===== src/rtl/ltb_pkg.sv =====
package ltb_pkg;

  typedef enum logic [2:0] {
    V_5_6       = 3'd0,
    V_50_60     = 3'd1,
    V_100_120   = 3'd2,
    V_300_360   = 3'd3,
    V_500_600   = 3'd4,
    V_3000_3600 = 3'd5
  } ltb_variant_e;

  localparam int MAX_LATER = 3;
  localparam int FIRST_W   = 3;

  // Number of stages appended after the selectable first stage.
  function automatic int later_count(ltb_variant_e v);
    case (v)
      V_5_6:       return 0;
      V_50_60:     return 1;
      V_100_120:   return 2;
      V_300_360:   return 2;
      V_500_600:   return 2;
      default:     return 3;
    endcase
  endfunction

  // Johnson width of later stage idx (1-based); 0 when absent.
  // Width 1 is a toggle (divide by 2).
  function automatic int later_width(ltb_variant_e v, int idx);
    if (idx < 1 || idx > later_count(v)) return 0;
    if (idx == 1) return 5;
    case (v)
      V_100_120:   return 1;
      V_300_360:   return 3;
      V_500_600:   return 5;
      V_3000_3600: return (idx == 2) ? 3 : 5;
      default:     return 0;
    endcase
  endfunction

  // Division length of a Johnson stage of width w.
  function automatic int johnson_len(int w);
    return (w == 1) ? 2 : 2 * w;
  endfunction

endpackage


===== src/rtl/ltb_edge_det.sv =====
module ltb_edge_det (
  input  logic clk,
  input  logic rst_n,
  input  logic line_in,
  output logic line_fall
);
  logic line_q;

  always_ff @(posedge clk or negedge rst_n) begin
    if (!rst_n) line_q <= 1'b0;
    else        line_q <= line_in;
  end

  assign line_fall = line_q & ~line_in;
endmodule


===== src/rtl/ltb_first_stage.sv =====
module ltb_first_stage (
  input  logic       clk,
  input  logic       rst_n,
  input  logic       clr,
  input  logic       step,
  input  logic       sel_50,
  output logic [2:0] q,
  output logic       mode5,
  output logic       carry
);
  localparam logic [2:0] ST_ZERO = 3'b000;
  localparam logic [2:0] ST_ONE  = 3'b001;
  localparam logic [2:0] ST_LAST = 3'b100;

  logic [2:0] q_nx;

  always_comb begin
    if (q == ST_ONE && mode5) q_nx = 3'b111;
    else                      q_nx = {q[1:0], ~q[2]};
  end

  always_ff @(posedge clk or negedge rst_n) begin
    if (!rst_n) begin
      q     <= ST_ZERO;
      mode5 <= 1'b0;
    end else if (clr) begin
      q     <= ST_ZERO;
    end else if (step) begin
      q <= q_nx;
      if (q == ST_ZERO) mode5 <= sel_50;
    end
  end

  assign carry = step && (q == ST_LAST);
endmodule


===== src/rtl/ltb_johnson.sv =====
module ltb_johnson #(
  parameter int W = 5
) (
  input  logic         clk,
  input  logic         rst_n,
  input  logic         clr,
  input  logic         step,
  output logic [W-1:0] q,
  output logic         carry
);
  localparam logic [W-1:0] LAST = {1'b1, {(W-1){1'b0}}} >> 0;

  logic [W-1:0] q_nx;

  generate
    if (W == 1) begin : g_toggle
      assign q_nx = ~q;
    end else begin : g_shift
      assign q_nx = {q[W-2:0], ~q[W-1]};
    end
  endgenerate

  always_ff @(posedge clk or negedge rst_n) begin
    if (!rst_n)    q <= '0;
    else if (clr)  q <= '0;
    else if (step) q <= q_nx;
  end

  assign carry = step && (q == LAST);
endmodule


===== src/rtl/ltb_divider.sv =====
module ltb_divider
  import ltb_pkg::*;
#(
  parameter ltb_variant_e VARIANT = V_100_120
) (
  input  logic clk,
  input  logic rst_n,
  input  logic line_in,
  input  logic cnt_en,
  input  logic clr,
  input  logic sel_50,
  output logic tick_out
);
  localparam int N_LATER = later_count(VARIANT);

  logic       line_fall;
  logic       adv;
  logic [2:0] s0_state;
  logic       s0_mode5;
  logic [MAX_LATER:0] stage_carry;
  logic [MAX_LATER:0] stage_msb;

  ltb_edge_det u_edge (
    .clk       (clk),
    .rst_n     (rst_n),
    .line_in   (line_in),
    .line_fall (line_fall)
  );

  assign adv = line_fall && cnt_en && !clr;

  ltb_first_stage u_first (
    .clk    (clk),
    .rst_n  (rst_n),
    .clr    (clr),
    .step   (adv),
    .sel_50 (sel_50),
    .q      (s0_state),
    .mode5  (s0_mode5),
    .carry  (stage_carry[0])
  );
  assign stage_msb[0] = s0_state[FIRST_W-1];

  generate
    for (genvar i = 1; i <= MAX_LATER; i++) begin : g_later
      localparam int SW = later_width(VARIANT, i);
      if (SW > 0) begin : g_on
        logic [SW-1:0] sq;
        ltb_johnson #(.W(SW)) u_stage (
          .clk   (clk),
          .rst_n (rst_n),
          .clr   (clr),
          .step  (stage_carry[i-1]),
          .q     (sq),
          .carry (stage_carry[i])
        );
        assign stage_msb[i] = sq[SW-1];
      end else begin : g_off
        assign stage_carry[i] = 1'b0;
        assign stage_msb[i]   = 1'b0;
      end
    end
  endgenerate

  assign tick_out = stage_msb[N_LATER];
endmodule


===== config.mk =====
export PLATFORM = sky130hd
export DESIGN_NAME = ltb_divider
export DESIGN_NICKNAME = d
export VERILOG_FILES = /design/src/rtl/ltb_pkg.sv /design/src/rtl/ltb_edge_det.sv /design/src/rtl/ltb_first_stage.sv /design/src/rtl/ltb_johnson.sv /design/src/rtl/ltb_divider.sv
export SDC_FILE = /design/constraint.sdc
export NUM_CORES = 1
export LEC_CHECK = 0
export CAP_MARGIN = 20
export CORE_AREA = 2 2 39 41
export CTS_CLUSTER_DIAMETER = 80
export CTS_CLUSTER_SIZE = 16
export DETAILED_ROUTE_END_ITERATION = 10
export DIE_AREA = 0 0 41 43
export MAX_ROUTING_LAYER = met4
export SETUP_SLACK_MARGIN = 0.15
export SLEW_MARGIN = 20
export SYNTH_ARGS = -nofsm -noshare
export SYNTH_HDL_FRONTEND = slang
export SYNTH_SLANG_ARGS = --single-unit

===== constraint.sdc =====
create_clock -name clk -period 1.3 [get_ports clk]
set_input_delay 0.13 -clock clk [delete_from_list [all_inputs] [get_ports clk]]
set_output_delay 0.13 -clock clk [all_outputs]
set_load 0.01 [all_outputs]

; ---- Yosys cells after proc, flatten, opt, wreduce, memory -nomap -nowiden
; Index checks and enable logic that the tools add are counted.
[word_totals]
inputBits = 6
out_inout_bits = 1
ff_bits = 11
elab_cells = 32
[op_classes]
n_eq_ne = 3
muxes = 7
bitwise = 6
n_reduce_logical = 11
[ops]
columns = operator, count
row1 = $mux 5, 2
row2 = $mux 3, 3
row3 = $reduce_bool 2->1, 3
row4 = $eq 5x5->1 const B, 1
row5 = $logic_and 1x1->1, 5
row6 = $not 1->1, 5
row7 = $eq 3x1->1 const B, 1
row8 = $eq 3x3->1 const B, 1
row9 = $logic_not 3->1, 1
row10 = $reduce_and 3->1, 1
row11 = $mux 1, 2
row12 = $and 1x1->1, 1
row13 = $logic_not 1->1, 1

; ---- Logic depth before layout (Yosys ltp)
; Gate-level depths: netlist of run 1.
[depth]
word_depth = 8
depth_mapped = 4

; ---- By module
; From an unflattened synthesis of run 1, not the netlist that was laid out.
[unflattened]
hier_cells = 41
hier_area_um2 = 510.5
[by_module_without_submodules]
columns = module, area_per_inst_um2, cells_per_inst, seq_area_each_um2, n_inst
row1 = ltb_johnson at g_later[1].g_on.u_stage, 231.5, 18, 125.1, 1
row2 = ltb_first_stage, 186.4, 16, 100.1, 1
row3 = ltb_johnson at g_later[2].g_on.u_stage, 45.0, 4, 25.0, 1
row4 = ltb_edge_det, 38.8, 2, 25.0, 1
row5 = ltb_divider, 8.8, 1, 0.0, 1

; ---- Worst setup path after synthesis of run 1
; Ideal clock, no wire load.
[synth_timing]
kind = register -> register
startpoint = register u_first.q[0]
endpoint = register g_later[2].g_on.u_stage.q
path_stages_with_launch = 4
slack_ns = 0.017
n_path_buf = 0
arrival_ns = 1.158
required_time_ns = 1.175
cell_sequence = dfrtp_1 -> nor3b_4 -> nand4_2 -> mux2_4
[synth_between]
elab_chain_cells = 4
[synth_rtl]
columns = element, line_no
row1 = from (decl), ltb_first_stage.sv:7  ; output logic [2:0] q,
row2 = from (signal assigned), ltb_first_stage.sv:29  ; q <= q_nx;
row3 = $eq 3x3->1, ltb_first_stage.sv:34  ; assign carry = step && (q == ST_LAST);
row4 = $logic_and 1x1->1, ltb_first_stage.sv:34
row5 = $logic_and 1x1->1, ltb_johnson.sv:29  ; assign carry = step && (q == LAST);
row6 = $reduce_bool 2->1 (no line), -
row7 = to (signal assigned), ltb_johnson.sv:26  ; else if (step) q <= q_nx;
row8 = to (decl), ltb_johnson.sv:8  ; output logic [W-1:0] q,
; No other way between the ends.
; A chain may end at the register's enable or synchronous reset.

; ---- Worst setup path in the final report of run 1
[layout_timing]
startpoint = register g_later[1].g_on.u_stage.q[2]
endpoint = register g_later[2].g_on.u_stage.q
[layout_between]
elab_chain_cells = 3
[layout_rtl]
columns = element, line_no
row1 = from (decl), ltb_johnson.sv:8
row2 = from (signal assigned), ltb_johnson.sv:26
row3 = $eq 5x5->1, ltb_johnson.sv:29
row4 = $logic_and 1x1->1, ltb_johnson.sv:29
row5 = $reduce_bool 2->1 (no line), -
; No other way between the ends.

==> results of run 1 <==
==> layout make-up <==
| type | instances | area share, % |
|---|---|---|
| Timing Repair Buffer | 19 | 20.5 |
| Clock buffer | 4 | 3.36 |
| Sequential cell | 11 | 35.5 |
| Inverter | 1 | 0.480 |
| Tap cell | 16 | 2.56 |
| Multi-Input combinational cell | 33 | 37.6 |
==> worst max-delay path, cell delays in order (launching register included) <==
cell and delay, ns:
dfrtp_1 0.41, nor4_2 0.32, nand4_2 0.15, mux2_4 0.31
==> synth_stat cells <==
master,count
a211oi_1,1
mux2_1,1
nor2b_1,1
nor4_1,2
or3b_1,1
nor2_1,2
nand2_1,3
nor3b_4,1
clkbuf_1,1
nand3_1,4
inv_1,1
and3b_1,1
dfrtp_1,11
a311oi_1,2
nand3b_1,1
buf_2,1
a21oi_1,6
mux2i_1,1
nand4_2,1
mux2_4,1
o21ai_0,4
==> through the flow <==
stage                     hold WS (ns)  cell area (um^2)  std cells
after floorplan                 -0.166               519         47
after global placement           0.492               644         75
after detailed placement         0.499               644         75
after CTS                        0.208               699         81
after global routing             0.244               782         84
final                            0.199               782         84
==> sequential cells by signal (all words and copies together), names as in the netlist <==
signal,cells
u_edge.line_q,1
g_later.g_on.u_stage.q,6
u_first.q,3
u_first.mode5,1
==> cell usage in the layout (no fill, tap or decap), types with 2 or more instances in the layout <==
cell,Yosys,routed
nor4_2,0,2
clkdlybuf4s50_1,0,5
mux2_4,1,2
a21oi_2,0,4
nand2_1,3,3
o21ai_2,0,2
dfrtp_1,11,9
nand3_2,0,3
a311oi_2,0,2
buf_4,0,12
o21ai_1,0,2
nor2_1,2,2
a21oi_1,6,2
dfrtp_2,0,2
clkbuf_4,0,3
==> cell families (layout without fill, tap and decap cells) <==
group / after synthesis / after routing / share of synthesized area, %
mux: 3 / 3 / 7.07
simple gates: 17 / 17 / 22.2
compound gates: 13 / 13 / 14.6
flops: 11 / 11 / 53.7
buf+inv: 3 / 24 / 2.44
==> power by group through the flow <==
stage | clock [mW] | combinational [mW] | sequential, mW
3_3_place_gp | 0 | 0.0703 | 0.373
3_5_place_dp | 0 | 0.0709 | 0.373
6_report | 0.231 | 0.0999 | 0.369
2_1_floorplan | 0 | 0.0341 | 0.370
4_1_cts | 0.245 | 0.0834 | 0.367
5_1_grt | 0.255 | 0.107 | 0.370
==> worst max path at each step <==
stage | startpoint | endpoint | cells after the start
floorplan | u_first.q[1] | g_later[2].g_on.u_stage.q | 3
global placement | line_in | g_later[2].g_on.u_stage.q | 4
detailed placement | line_in | g_later[2].g_on.u_stage.q | 4
CTS | g_later[1].g_on.u_stage.q[2] | g_later[2].g_on.u_stage.q | 3
global route | g_later[1].g_on.u_stage.q[2] | g_later[2].g_on.u_stage.q | 3
finish | g_later[1].g_on.u_stage.q[2] | g_later[2].g_on.u_stage.q | 3
==> layer usage <==
layer | share of wire, % | wire, um
met5 | 0 | 0
met4 | 2.4 | 29
met3 | 4.5 | 55
met2 | 49 | 606
met1 | 44 | 535
==> what timing repair did <==
action	CTS	global route
pin swaps	5	9
setup buffers	2	3
gates cloned	0	0
resized for setup	9	13
endpoints found under the setup margin	8	8
hold buffers	0	0
==> impl_metrics.toml, run 1 <==
[synth]
synth_area_leaders = "dfrtp_1 54%, a21oi_1 5.9%, nand3_1 3.9%, o21ai_0 3.9%, nor3b_4 3.7%"
ys_seq_area_share_pct = 53.7
syn_nets = 53
syn_area_um2 = 513
synth_largest_area_cell = "dfrtp_1"
yosysUniqueCellTypes = 21
ys_seq_elements = 11
syn_inst = 47
post_synth.cell_area_avg_um2 = 10.9
synth_top_area_share_pct = 53.7
yosys_warnings = 0

[cts]
cts_tree = "built"
clk_latency_ns = 0.26
clockBufferDepth = 2
path_clk_slew_ns = 0.07
htreeDepth = 1
numCtsBuffers = 3
cts_root_buffer = "clkbuf_4"
clock_sinks = 11

[worst_setup_path]
cp.arrival_ns = 1.46
critPathMaxFanout = 3
crit_path_start_kind = "flip-flop"
r2r_end = "g_later[2].g_on.u_stage.q"
reg2regPathDepth = 3
rrSetupSlack_ns = -0.009
crit_path_end_kind = "flip-flop"
path_class = "flip-flop to flip-flop"
required_ns = 1.45
r2r_start = "g_later[1].g_on.u_stage.q[2]"

[global_routing]
grt_antenna_before_repair = 0
grt_use_met2_pct = 23.8
grt-ovfl-total = 0
grt_max_degree = 12
met3_usage_pct = 3.14
grt_pass1_wl_mm = 1.88
track_usage_pct = 16.8
globalRouteMet1Util_pct = 20.7
grt_pass1_vias = 429
grt-busiest-layer = "met2"

[run_status]
violations = "setup timing"
run_status = "finished with violations"

[placement]
portBuffers = 6
dp_hpwl_um = 765
gp_congestion = 0.766
place_ws_ns = -0.157

[layout]
n_fill_cell = 122
multi_input_area_um2 = 294
area_delta_synth_final_pct = 52.4
finalNetCount = 75
drive_gt1_share_pct = 52.9
n_antenna_cell = 0
area.sequential_um2 = 278
final_util_pct = 56.5

[power_and_ir_drop]
power_switching_mw = 0.169
ir_drop_mv = 0.484
p_sw_share_pct = 24.1
internal_power_mw = 0.531
p_clk_share_pct = 33.0
p_seq_share_pct = 52.7
p_per_area_nw_per_um2 = 895
p_leak_nw = 0.332
p_comb_share_pct = 14.3
power_mw = 0.700

[floorplan]
start_util_pct = 37.1
core_um2 = 1380
rows = 14
die_x_um = 41
die_area_um2 = 1760
boundaryPins = 7
die_h_um = 43

[min_path]
hp-class = "primary input to asynchronous set/reset pin"

[timing]
tightest_slew_ns = 0.506
setup_viol = 1
max_slew_margin_pct = 66.2
max_freq_ghz = 0.764
skew_ns = 0.00156
setup_ws_ns = -0.00855
finalHoldViolCount = 0
fin_tns_setup_ns = -0.00855
fin_crit_sh_pct = 101
rsz0062_at_grt = "true"
fin_crit_ns = 1.31
drv_slew = 0

[detailed_routing]
wirelength_mm = 1.23
ant_nets = 0
drt-initial-drc-count = 5
drc_errors = 0
wire_per_inst_um = 14.6
vias = 460
first_pass_iters = 4
via_per_inst = 5.48

[run]
cap_violations = 0
Note: power is estimated with default switching activity, not from simulation.
==> inputs of run 2 (changes only) <==
Settings changed: GPL_TIMING_DRIVEN from default to 0.
==> run 2 against run 1 <==
Compared with the run above:
- the run now ends clean
- sequential share of layout area rose by 4.8 points
- sequential power about the same
- largest power group unchanged
- largest cell class is now flip-flops and latches
- worst setup slack better by 0.034 ns
- power shrank 2.0%
- global-route usage down 1.1 points
- critical path depth unchanged
- combinational power is 23% lower
- critical endpoint unchanged
- final cell count is 7.1% lower
- clock power increased by 5%
- worst hold slack improved by 0.0079 ns
- utilization is 6.7 points lower
- final area shrank 12%
==> impl_metrics.toml, run 2 (synthesis gave the netlist of run 1 again) <==
[run_status]
run_status = "completed"

[worst_setup_path]
slowest_stage = "dfrtp_2"
crit_path_end_kind = "flip-flop"
critPathMaxFanout = 5
path_class = "flip-flop to flip-flop"
crit_path_start_kind = "flip-flop"
required_ns = 1.46
cp_cell_sequence = "nor3b_4, nand4_2, mux2_4"
cp.arrival_ns = 1.44
slowest_delay_ns = 0.46

[layout]
drive_gt1_share_pct = 29.0
regMostFlops = "g_later.g_on.u_stage.q"
reg.largest.list = "g_later.g_on.u_stage.q x6, u_first.q x3"
n_antenna_cell = 0
largest_reg_flops = 6
final_common_cell = "dfrtp_1"
area_delta_synth_final_pct = 34.4
final_cell_mix = "9 x dfrtp_1, 6 x a21oi_1, 5 x clkdlybuf4s50_1, 5 x buf_4, 4 x nand3_1"
finalNetCount = 69
layout.cells.non_filler = 78
final_util_pct = 49.8
n_fill_cell = 133

[cts]
clock_sinks = 11
cts_tree = "built"
clockBufferDepth = 2
clk_latency_ns = 0.27
cts_root_buffer = "clkbuf_4"
path_clk_slew_ns = 0.07
numCtsBuffers = 3
htreeDepth = 1

[global_routing]
grt_pass1_vias = 416
grt_max_degree = 12
grt-ovfl-total = 0
grt_antenna_before_repair = 0
grt_pass1_wl_mm = 1.79
track_usage_pct = 15.7

[power_and_ir_drop]
p_comb_share_pct = 11.2
p_clk_share_pct = 35.5
p_per_area_nw_per_um2 = 995
p_leak_nw = 0.292
p_sw_share_pct = 24.8
ir_drop_mv = 0.510
p_seq_share_pct = 53.3
power_switching_mw = 0.170
internal_power_mw = 0.516

[timing]
rsz0062_at_grt = "true"
skew_ns = 0.00126
setup_viol = 0
finalHoldViolCount = 0
max_freq_ghz = 0.785
tightest_slew_ns = 0.540
max_slew_margin_pct = 63.9
fin_crit_ns = 1.27
drv_slew = 0
fin_crit_sh_pct = 98.0
setup_ws_ns = 0.0254

[floorplan]
rows = 14
core_um2 = 1380
boundaryPins = 7
die_h_um = 43
die_area_um2 = 1760
die_x_um = 41
start_util_pct = 37.1

[placement]
place_ws_ns = -0.161
dp_hpwl_um = 649
place_inst = 69
gp_congestion = 0.694
portBuffers = 6

[detailed_routing]
drt-initial-drc-count = 5
wirelength_mm = 1.07
vias = 431
drc_errors = 0
first_pass_iters = 4
wire_per_inst_um = 13.8
ant_nets = 0
via_per_inst = 5.53

[run]
cap_violations = 0

[min_path]
hp-class = "primary input to asynchronous set/reset pin"
==> run 2: timing repair <==
item,in CTS,in global routing
endpoints found under the hold margin,0,0
setup endpoints to repair,9,7
hold buffers,0,0
pin swaps,2,4
resized for setup,8,3
buffers inserted,4,1
==> run 2: final cells by class <==
type                       count  area, um^2  share of cell area [%]
sequential                    11         278                    40.3
multi-input combinational     33         250                    36.3
timing repair buffer          11        96.3                    14.0
clock buffer                   4        26.3                    3.81
tap                           16        20.0                    2.90
buffer                         2        15.0                    2.18
inverter                       1        3.75                   0.544
==> run 2: final timing paths <==
check / cells after the start / to / start / slack (ns)
max in group asynchronous: 1 / u_first.q[1] / rst_n / 0.71
min in group clk: 1 / u_edge.line_q / line_in / 0.34
worst max-delay path: 3 / g_later[2].g_on.u_stage.q / u_first.q[1] / 0.03
worst max register to register: 3 / g_later[2].g_on.u_stage.q / u_first.q[1] / 0.03
worst min register to register: 1 / u_first.mode5 / u_first.mode5 / 0.50
worst min-delay path: 1 / g_later[1].g_on.u_stage.q[2] / rst_n / 0.21
==> run 2: power by group through the flow <==
stage | registers [mW] | logic [mW] | clock network (mW)
after CTS | 0.366 | 0.0737 | 0.247
after floorplan | 0.370 | 0.0341 | 0
after global routing | 0.367 | 0.0860 | 0.260
final | 0.366 | 0.0767 | 0.243
after detailed placement | 0.372 | 0.0633 | 0
after global placement | 0.372 | 0.0625 | 0
==> run 2: critical path: cells and delay by family, from the launching register on <==
family,cells,cell delay (ns)
simple gates,2,0.40
flops,1,0.46
mux,1,0.31
==> run 2: layer usage <==
layer  GRT usage [%]  routed length [um]
met5               -                   0
met4            10.0                  17
met3            3.14                  40
met2            20.6                 499
met1            21.3                 515
==> run 2: stage by stage <==
| step | power [mW] | TNS (ns) | hold WS (ns) | cell area, um^2 |
|---|---|---|---|---|
| after floorplan | 0.404 | 0 | -0.166 | 519 |
| after global placement | 0.435 | -0.626 | 0.487 | 599 |
| after detailed placement | 0.436 | -0.720 | 0.486 | 599 |
| after CTS | 0.687 | 0 | 0.221 | 666 |
| after global routing | 0.713 | -0.0355 | 0.252 | 689 |
| final | 0.686 | 0 | 0.207 | 689 |
==> inputs of run 3 (changes only) <==
==> constraint.sdc (replaced) <==
create_clock -name clk -period 1.3 [get_ports clk]
set_input_delay 0.39 -clock clk [delete_from_list [all_inputs] [get_ports clk]]
set_output_delay 0.39 -clock clk [all_outputs]
set_load 0.01 [all_outputs]
==> run 3 against run 2 <==
Compared with the run above:
- clock power up 2%
- clock skew up 0.011 ns
- combinational power up 34%
- critical path depth grew 1
- final area increased by 19%
- power up 4.5%
- wire length rose by 16%
- non-clock buffer count grew 8
- critical endpoint unchanged
- largest power group unchanged
==> impl_metrics.toml, run 3 (synthesis gave the netlist of run 1 again) <==
[global_routing]
grt_antenna_before_repair = 0
grt_pass1_vias = 464
grt_pass1_wl_mm = 1.91
grt-ovfl-total = 0
grt_max_degree = 12
track_usage_pct = 16.9

[power_and_ir_drop]
p_leak_nw = 0.350
p_per_area_nw_per_um2 = 875
ir_drop_mv = 0.456
power_mw = 0.717

[detailed_routing]
wirelength_mm = 1.25
wire_per_inst_um = 14.5
drc_errors = 0
via_per_inst = 5.43
first_pass_iters = 3
drt-initial-drc-count = 5
vias = 467
ant_nets = 0

[worst_setup_path]
cp.arrival_ns = 1.46
path_buf_inv = 1
slowest_delay_ns = 0.45
crit_path_start_kind = "flip-flop"
cp_top_family = "flip-flops"
critPathMaxFanout = 5
crit_path_end_kind = "flip-flop"
slowest_stage = "dfrtp_2"
required_ns = 1.46
cp_cell_sequence = "nor3b_4, buf_6, nand4_4, mux2_4"
path_class = "flip-flop to flip-flop"

[run]
cap_violations = 0

[timing]
tightest_slew_ns = 0.515
max_slew_margin_pct = 65.5
fin_crit_sh_pct = 100
rsz0062_at_grt = "true"
setup_ws_ns = 0.000365
fin_crit_ns = 1.30
setup_viol = 0
finalHoldViolCount = 0
skew_ns = 0.0123
drv_slew = 0
fin_tns_setup_ns = 0
max_freq_ghz = 0.769

[layout]
reg.largest.list = "g_later.g_on.u_stage.q x6, u_first.q x3"
largest_reg_flops = 6
area_delta_synth_final_pct = 59.8
layout.cells.non_filler = 86
design_area_um2 = 820
n_fill_cell = 122
final_cell_mix = "9 x dfrtp_1, 9 x buf_4, 5 x buf_6, 4 x a21oi_2"
regMostFlops = "g_later.g_on.u_stage.q"
n_antenna_cell = 0
finalNetCount = 77
drive_gt1_share_pct = 54.3

[floorplan]
die_h_um = 43
die_area_um2 = 1760
start_util_pct = 37.1
rows = 14
die_x_um = 41
core_um2 = 1380
boundaryPins = 7

[placement]
place_ws_ns = -0.448
portBuffers = 6
gp_congestion = 0.706
place_inst = 69
postPlaceCellArea_um2 = 603
dp_hpwl_um = 665

[cts]
htreeDepth = 1
cts_tree = "built"
clk_latency_ns = 0.28
cts_root_buffer = "clkbuf_4"
clockBufferDepth = 2
clock_sinks = 11
path_clk_slew_ns = 0.08
numCtsBuffers = 3

[min_path]
hp-class = "primary input to flip-flop"

[run_status]
run_status = "completed"
-- run 3: repair_timing --
| action | CTS | global route |
|---|---|---|
| buffers inserted | 10 | 3 |
| resized for setup | 18 | 14 |
| hold buffers | 0 | 0 |
| endpoints found under the setup margin | 11 | 9 |
| pin swaps | 12 | 7 |
-- run 3: path summary, 6_finish.rpt --
kind,to,cells after the start,slack [ns],from
worst min register to register,u_first.mode5,1,0.52,u_first.mode5
worst max register to register,g_later[2].g_on.u_stage.q,4,0.0004,u_first.q[1]
worst min-delay path,u_edge.line_q,1,0.37,line_in
worst max-delay path,g_later[2].g_on.u_stage.q,4,0.0004,u_first.q[1]
min in group asynchronous,g_later[1].g_on.u_stage.q[0],1,0.44,rst_n
max in group asynchronous,u_first.q[0],1,0.47,rst_n
-- run 3: per-stage QoR --
step / hold slack [ns] / util [%]
final: 0.366 / 59.2
after global routing: 0.388 / 59.2
after CTS: 0.376 / 54.8
after detailed placement: 0.502 / 43.6
after global placement: 0.485 / 43.6
after floorplan: 0.0944 / -
-- run 3: per-layer routing --
metal / track usage (%) / wire, um / vias to the layer above
met2: 27.2 / 671 / 9
li1: - / - / 220
met4: 8.00 / 23 / 0
met1: 19.2 / 505 / 235
met3: 3.14 / 45 / 3
met5: - / 0 / -
-- run 3: cell type report --
class / instances / area [um^2] / area share (%)
Clock buffer: 4 / 26.3 / 3.21
Inverter: 1 / 3.75 / 0.458
Sequential cell: 11 / 278 / 33.9
Tap cell: 16 / 20.0 / 2.44
Multi-Input combinational cell: 33 / 312 / 38.0
Buffer: 2 / 16.3 / 1.98
Timing Repair Buffer: 19 / 164 / 20.0
-- run 3: where the power goes --
part	internal [mW]	switching (mW)
sequential	0.356	0.0106
clock	0.119	0.128
combinational	0.0575	0.0457
